**config.mk**
```make
export PLATFORM = sky130hd
export DESIGN_NAME = phase_step_divider
export DESIGN_NICKNAME = d
export VERILOG_FILES = /design/src/rtl/psdiv_pkg.sv /design/src/rtl/psdiv_ctrl.sv /design/src/rtl/psdiv_datapath.sv /design/src/rtl/phase_step_divider.sv
export SDC_FILE = /design/constraint.sdc
export NUM_CORES = 1
export LEC_CHECK = 0
export ABC_AREA = 0
export BUFFER_PORTS_ARGS = -buffer_cell sky130_fd_sc_hd__buf_2
export CORE_MARGIN = 2
export CORE_UTILIZATION = 57
export DETAILED_ROUTE_END_ITERATION = 10
export PLACE_DENSITY = 0.8
export SETUP_SLACK_MARGIN = 0.3
export SLEW_MARGIN = 5
export SYNTH_ARGS = -nofsm -noshare
export SYNTH_HDL_FRONTEND = slang
export SYNTH_SLANG_ARGS = --single-unit
```
**constraint.sdc**
```tcl
create_clock -name clk -period 4.95 [get_ports clk]
set_clock_uncertainty 0.05 [all_clocks]
set_input_delay 0.2475 -clock clk [delete_from_list [all_inputs] [get_ports clk]]
set_output_delay 0.2475 -clock clk [all_outputs]
set_load 0.1 [all_outputs]
```
**src/rtl/psdiv_pkg.sv**
```systemverilog
package psdiv_pkg;

  typedef enum logic [1:0] {
    ADJ_NONE   = 2'b00,
    ADJ_PLUS1  = 2'b01,
    ADJ_PLUS2  = 2'b10,
    ADJ_MINUS1 = 2'b11
  } adj_e;

  // Strobes from control to datapath
  typedef struct packed {
    logic active;   // divider running
    logic load;     // synchronous start: pointer to phase 0
    logic edgeNow;  // current cycle carries an output edge
  } ctrl_s;

endpackage

```
**src/rtl/psdiv_ctrl.sv**
```systemverilog
module psdiv_ctrl
  import psdiv_pkg::*;
#(
  parameter int LOCK_COUNT = 4
) (
  input  logic                  clk,
  input  logic                  rst_n,
  input  logic                  startReq,
  input  logic [LOCK_COUNT-1:0] lockVec,
  input  logic                  extraCycle,
  output ctrl_s                 ctrlOut,
  output logic                  edgeStrobe
);

  logic runQ;
  logic edgeQ;
  logic holdQ;
  logic allLocked;
  logic goNow;

  assign allLocked = &lockVec;
  assign goNow     = !runQ && startReq && allLocked;

  always_ff @(posedge clk) begin
    if (!rst_n) begin
      runQ  <= 1'b0;
      edgeQ <= 1'b0;
      holdQ <= 1'b0;
    end else if (goNow) begin
      runQ  <= 1'b1;
      edgeQ <= 1'b1;
      holdQ <= 1'b0;
    end else if (runQ) begin
      if (edgeQ) begin
        edgeQ <= !extraCycle;
        holdQ <= extraCycle;
      end else if (holdQ) begin
        edgeQ <= 1'b1;
        holdQ <= 1'b0;
      end
    end
  end

  assign ctrlOut.active  = runQ;
  assign ctrlOut.load    = goNow;
  assign ctrlOut.edgeNow = edgeQ;
  assign edgeStrobe      = edgeQ;

  // without a qualified start the divider stays idle
  a_r1_stay_idle: assert property (@(posedge clk) disable iff (!rst_n)
    (!runQ && !(startReq && allLocked)) |=> !runQ);

  // the first strobe comes right after the start
  a_r2_first_edge: assert property (@(posedge clk) disable iff (!rst_n)
    $rose(runQ) |-> edgeQ);

  // never two strobe-free cycles in a row while running
  a_r3_one_gap_max: assert property (@(posedge clk) disable iff (!rst_n)
    (runQ && !edgeQ) |=> edgeQ);

endmodule

```
**src/rtl/psdiv_datapath.sv**
```systemverilog
module psdiv_datapath
  import psdiv_pkg::*;
#(
  parameter int PHASE_BITS = 6
) (
  input  logic                  clk,
  input  logic                  rst_n,
  input  ctrl_s                 ctrlIn,
  input  logic [PHASE_BITS-1:0] divisor,
  input  logic [1:0]            periodAdj,
  input  logic                  slideUp,
  input  logic                  slideDn,
  output logic [PHASE_BITS-1:0] phaseSel,
  output logic                  extraCycle,
  output logic                  adjClamped
);

  localparam int NUM_PHASES = 1 << PHASE_BITS;
  localparam int SW         = PHASE_BITS + 2;
  localparam int STW        = PHASE_BITS + 1;
  localparam logic signed [SW-1:0] MAX_DIV = SW'(NUM_PHASES - 1);

  logic [PHASE_BITS-1:0] ptrQ;
  logic signed [1:0]     pendQ;
  logic                  ovfQ;

  logic signed [SW-1:0]  adjVal;
  logic signed [SW-1:0]  rawDiv;
  logic [PHASE_BITS-1:0] effDiv;
  logic                  clampHit;
  logic [STW-1:0]        step;
  logic                  consumed;
  logic [STW-1:0]        sum;
  logic signed [2:0]     pendBase;
  logic signed [2:0]     pendSum;
  logic signed [1:0]     pendNext;

  always_comb begin
    case (adj_e'(periodAdj))
      ADJ_PLUS1:  adjVal = SW'(1);
      ADJ_PLUS2:  adjVal = SW'(2);
      ADJ_MINUS1: adjVal = '1;
      default:    adjVal = '0;
    endcase
  end

  assign rawDiv = $signed({2'b00, divisor}) + adjVal;

  always_comb begin
    clampHit = 1'b0;
    effDiv   = rawDiv[PHASE_BITS-1:0];
    if (rawDiv < 0) begin
      effDiv   = '0;
      clampHit = 1'b1;
    end else if (rawDiv > MAX_DIV) begin
      effDiv   = '1;
      clampHit = 1'b1;
    end
  end

  always_comb begin
    step     = {1'b0, effDiv};
    consumed = 1'b0;
    if (pendQ == 2'sb01) begin
      step     = {1'b0, effDiv} + STW'(1);
      consumed = 1'b1;
    end else if (pendQ == 2'sb11 && effDiv != '0) begin
      step     = {1'b0, effDiv} - STW'(1);
      consumed = 1'b1;
    end
  end

  assign sum        = {1'b0, ptrQ} + step;
  assign extraCycle = sum[PHASE_BITS];

  always_comb begin
    pendBase = (ctrlIn.edgeNow && consumed) ? 3'sd0 : {pendQ[1], pendQ};
    pendSum  = pendBase + (slideUp ? 3'sd1 : 3'sd0) - (slideDn ? 3'sd1 : 3'sd0);
    if (pendSum > 3'sd1)       pendNext = 2'sb01;
    else if (pendSum < -3'sd1) pendNext = 2'sb11;
    else                       pendNext = pendSum[1:0];
  end

  always_ff @(posedge clk) begin
    if (!rst_n) begin
      ptrQ  <= '0;
      pendQ <= '0;
      ovfQ  <= 1'b0;
    end else if (ctrlIn.load) begin
      ptrQ  <= '0;
      pendQ <= '0;
      ovfQ  <= 1'b0;
    end else if (ctrlIn.active) begin
      pendQ <= pendNext;
      ovfQ  <= ctrlIn.edgeNow && clampHit;
      if (ctrlIn.edgeNow) ptrQ <= sum[PHASE_BITS-1:0];
    end
  end

  assign phaseSel   = ptrQ;
  assign adjClamped = ovfQ;

  // the pointer moves only at an edge or at the start
  a_r4_ptr_holds: assert property (@(posedge clk) disable iff (!rst_n)
    (!ctrlIn.edgeNow && !ctrlIn.load) |=> $stable(ptrQ));

  // the clamp flag follows an edge cycle
  a_r6_clamp_after_edge: assert property (@(posedge clk) disable iff (!rst_n)
    ovfQ |-> $past(ctrlIn.edgeNow));

  // the pending slide never exceeds one step
  a_r7_pend_legal: assert property (@(posedge clk) disable iff (!rst_n)
    pendQ != 2'sb10);

  // a down slide is held while the divisor is zero
  a_r8_early_held: assert property (@(posedge clk) disable iff (!rst_n)
    (ctrlIn.active && ctrlIn.edgeNow && pendQ == 2'sb11 && effDiv == '0 && !slideUp)
      |=> pendQ == 2'sb11);

endmodule

```
**src/rtl/phase_step_divider.sv**
```systemverilog
module phase_step_divider
  import psdiv_pkg::*;
#(
  parameter int PHASE_BITS = 6,
  parameter int LOCK_COUNT = 4
) (
  input  logic                  clk,
  input  logic                  rst_n,
  input  logic                  startReq,
  input  logic [LOCK_COUNT-1:0] lockVec,
  input  logic [PHASE_BITS-1:0] divisor,
  input  logic [1:0]            periodAdj,
  input  logic                  slideUp,
  input  logic                  slideDn,
  output logic [PHASE_BITS-1:0] phaseSel,
  output logic                  edgeStrobe,
  output logic                  adjClamped
);

  ctrl_s ctrlBus;
  logic  extraCycle;

  psdiv_ctrl #(.LOCK_COUNT(LOCK_COUNT)) u_ctrl (
    .clk        (clk),
    .rst_n      (rst_n),
    .startReq   (startReq),
    .lockVec    (lockVec),
    .extraCycle (extraCycle),
    .ctrlOut    (ctrlBus),
    .edgeStrobe (edgeStrobe)
  );

  psdiv_datapath #(.PHASE_BITS(PHASE_BITS)) u_dp (
    .clk        (clk),
    .rst_n      (rst_n),
    .ctrlIn     (ctrlBus),
    .divisor    (divisor),
    .periodAdj  (periodAdj),
    .slideUp    (slideUp),
    .slideDn    (slideDn),
    .phaseSel   (phaseSel),
    .extraCycle (extraCycle),
    .adjClamped (adjClamped)
  );

  // the first edge after start sits on phase 0
  a_r2_start_phase0: assert property (@(posedge clk) disable iff (!rst_n)
    $rose(ctrlBus.active) |-> (phaseSel == '0));

endmodule

```
==> impl_results.md <==
- Cell area after placement: ~0.0016 mm2
- Setup crit end kind: register
- Flops & latches, synth: 12
- Overflow left after global routing: 0
- PortBufs: 24
- Area growth, synth to finish: 11.4%
- Core area: about 0.0025 mm2
- Post-DP HPWL: roughly 3000 um
- Number of global-route vias before repair: 1415
- Fraction of layout cells with a size suffix above 1: 0.176
- Initial antenna violation count: 0
- Area leader, netlist: dfxtp_1
- Synthesized area: roughly 0.0015 mm2
- Fmax achieved: approximately 230 MHz
- Crit-path max cell delay: about 0.51 ns
- Synth top area share: 0.158
- Drt first pass iters: 4
- Cell Chain, Critical Path: buf_2 > ha_1 > inv_1 > fa_1 > nor2b_1 > nand4_1 > a31oi_4 > inv_1 > ha_1 > nand4_1 > a21oi_1 > a211oi_1 > a211oi_1 > fa_1 > a21o_1 > a21oi_1 > o21bai_1 > a21o_1 > or4_1 > nand3_1
- CP top delay family: compound AO/OA/AOI/OAI gates
- Data arrival time of the critical path: about 4.6 ns
- Gr usage total: 0.242
- Distinct cells, synth: between 50 and 60
- Width of the chip: about 56 um
- Minimum clock period: between 4 and 5 ns
- Async set-or-reset flop fraction in the synthesized netlist: 0
- PwrDens: around 170 mW/mm2
- R2r setup slk: between 1.5 and 2 ns
- Maximum clock insertion buffer count: 2
- CTS tree: yes
- Row cnt: 18
- # diodes: 0
- Maximum fanout along the worst path: 10
- Clk_lat worst skew: 0.28 ns
- Post-CTS Setup Bufs: 0
- # DRC: 0
- GPL Wtd Cong: a little under 1
- Run status: completed
- Number of fill cells in the layout: around 210
- Final ANT Viol Nets: 0
- MaxCap Viol Count: 0
- Hold-fix buffers at CTS: 0
- Vias after detailed routing: roughly 1600
- Setup Viol. Count Final: 0
- Worst-path clk slew: about 0.080 ns
- Die Area: about 0.0031 mm2
- Starting density of the core: 0.610
- DR vias/cell: 6.24
- First-pass GRT wire length: ~6300 um
- WL/cell: between 10 and 15 um
- Pin count of the biggest net entering global routing: 13
- Final period utilization: 0.884
- Syn nets: 234
- Fin. max-slew vios: 0
- Worst path slowest cell: fa_1
- Mapped Cells: 202
- Sequential area share after synthesis: 0.158
- H-tree levels: 1
- Die height: 55.7 um
- WL final: ~3700 um
- TritonCTS Sinks: 12
- Clock buffer count from CTS: 3
- Post-route cell area: approximately 0.0017 mm2
- Setup ws final: between 0.5 and 0.6 ns
- Top cells by count, synth: nand2_1 (23), a21oi_1 (13), inv_1 (13), dfxtp_1 (12), ha_1 (12)
- Synth top area cells: dfxtp_1 (16%), ha_1 (9.9%), nand2_1 (5.7%)
- Setup total negative slack: 0 ns
- Syn_area_per_cell: 7.54 um2
- Worst slew margin: 0.631
- Critical setup path kind: in -> reg
- IO Count: 25
- Most frequent cell after synthesis: nand2_1
- Class of the worst hold path: in -> reg
- Buf/Inv on CP: 3
- Final hold violations: 0
- Req. time, crit path: a little over 5 ns
- Nets: roughly 250
- DR iter-0 viols: 85
- Place WS: 0.239 ns
- Worst slew pin tran: 0.553 ns
- Unrepaired setup endpoints after global routing: yes
- EDFF count, synth: 0
- Critical path startpoint category: input pin
- Post-synth top flop: dfxtp_1
- Peak VDD IR: approximately 0.17 mV
- Yosys warnings: 0
- Leak Pwr: 0.747 nW
- Clk root buf: clkbuf_4
-- per-layer routing --
layer | vias up | wire, um | GRT usage
li1 | 787 | - | -
met1 | 711 | 1770 | 0.345
met3 | 0 | 250 | 0.0419
met5 | - | 0 | 0
met4 | 0 | 0 | 0.0279
met2 | 67 | 1670 | 0.391
-- registers in the layout, indices dropped and copies added (netlist names) --
signal,cells
u_dp.pendQ,2
u_dp.adjClamped,1
u_ctrl.edgeStrobe,1
u_ctrl.holdQ,1
u_dp.phaseSel,6
u_ctrl.runQ,1
-- area by class of cell --
| class | instances | area (um2) | area share |
|---|---|---|---|
| tap | 30 | 37.5 | 0.0221 |
| timing repair buffer | 25 | 128 | 0.0752 |
| inverter | 13 | 48.8 | 0.0287 |
| clock buffer | 4 | 36.3 | 0.0214 |
| multi-input combinational | 167 | 1210 | 0.711 |
| sequential | 12 | 240 | 0.141 |
-- cell usage in the layout, fill, tap and decap left out, types with 2 or more instances in the layout --
master    netlist  routed
nor2_1          9       9
fa_1            3       3
and3_1          4       4
nand4_1         3       3
nand2b_1        4       4
o21bai_1        2       2
nand3_1         9       9
nor4b_1         2       2
buf_2           1      24
o211ai_1        6       6
ha_1           12      12
a21o_1          5       5
a211o_1         2       2
nor3_1          4       4
o31a_1          2       2
mux2i_1         3       3
o21ai_0         8       8
o21a_1          3       3
clkbuf_4        0       3
nand2_1        23      23
a31oi_1         3       2
a211oi_1        5       5
o22ai_1         4       4
and2_1          2       2
xnor2_1         4       4
dfxtp_1        12      12
nor2b_1         4       4
a21oi_1        13      13
or4_1           4       4
inv_1          13      13
-- cell families after synthesis --
group,count (synthesis),share of synthesized area
adder cells (fa/ha/maj),15,0.138
AND/OR/NAND/NOR,79,0.287
XOR/XNOR,5,0.0287
AO/OA/AOI/OAI,64,0.290
multiplexers,4,0.0345
buffers and inverters,23,0.0649
flip-flops,12,0.158
-- path summary, 6_finish.rpt --
kind	start	to	cells past startpoint
max	periodAdj[0]	u_ctrl.holdQ	20
max reg2reg	u_dp.pendQ[0]	u_ctrl.holdQ	11
min reg2reg	u_dp.phaseSel[3]	u_dp.phaseSel[3]	2
min	rst_n	u_ctrl.runQ	2
-- worst register-to-register path, stage by stage (launching register included) --
cell      delay, ns
dfxtp_1        0.53
nand3_1        0.14
or4_1          0.44
o22a_1         0.24
mux2i_1        0.14
a22o_1         0.24
ha_1           0.32
a21oi_1        0.21
o21bai_1       0.08
a21o_1         0.21
or4_1          0.40
nand3_1        0.09
-- per-stage QoR --
step                total power, mW  hold slack (ns)  utilization  std cells
floorplan                     0.180            0.315            -        202
global placement              0.202            0.404        0.656        247
detailed placement            0.206            0.422        0.656        247
CTS                           0.284            0.172        0.670        251
global route                  0.305            0.174        0.679        251
finish                        0.286            0.178        0.679        251
-- power by group --
group | switching [mW] | internal, mW | total (mW)
clock network | 0.0333 | 0.0447 | 0.0781
logic | 0.0640 | 0.0452 | 0.109
registers | 0.00180 | 0.0973 | 0.0991
-- what timing repair did --
item | in CTS | in global routing
hold endpoints to repair | 0 | 0
resized for setup | 0 | 3
setup endpoints to repair | 0 | 2
Power figures use the tool's default switching activity.
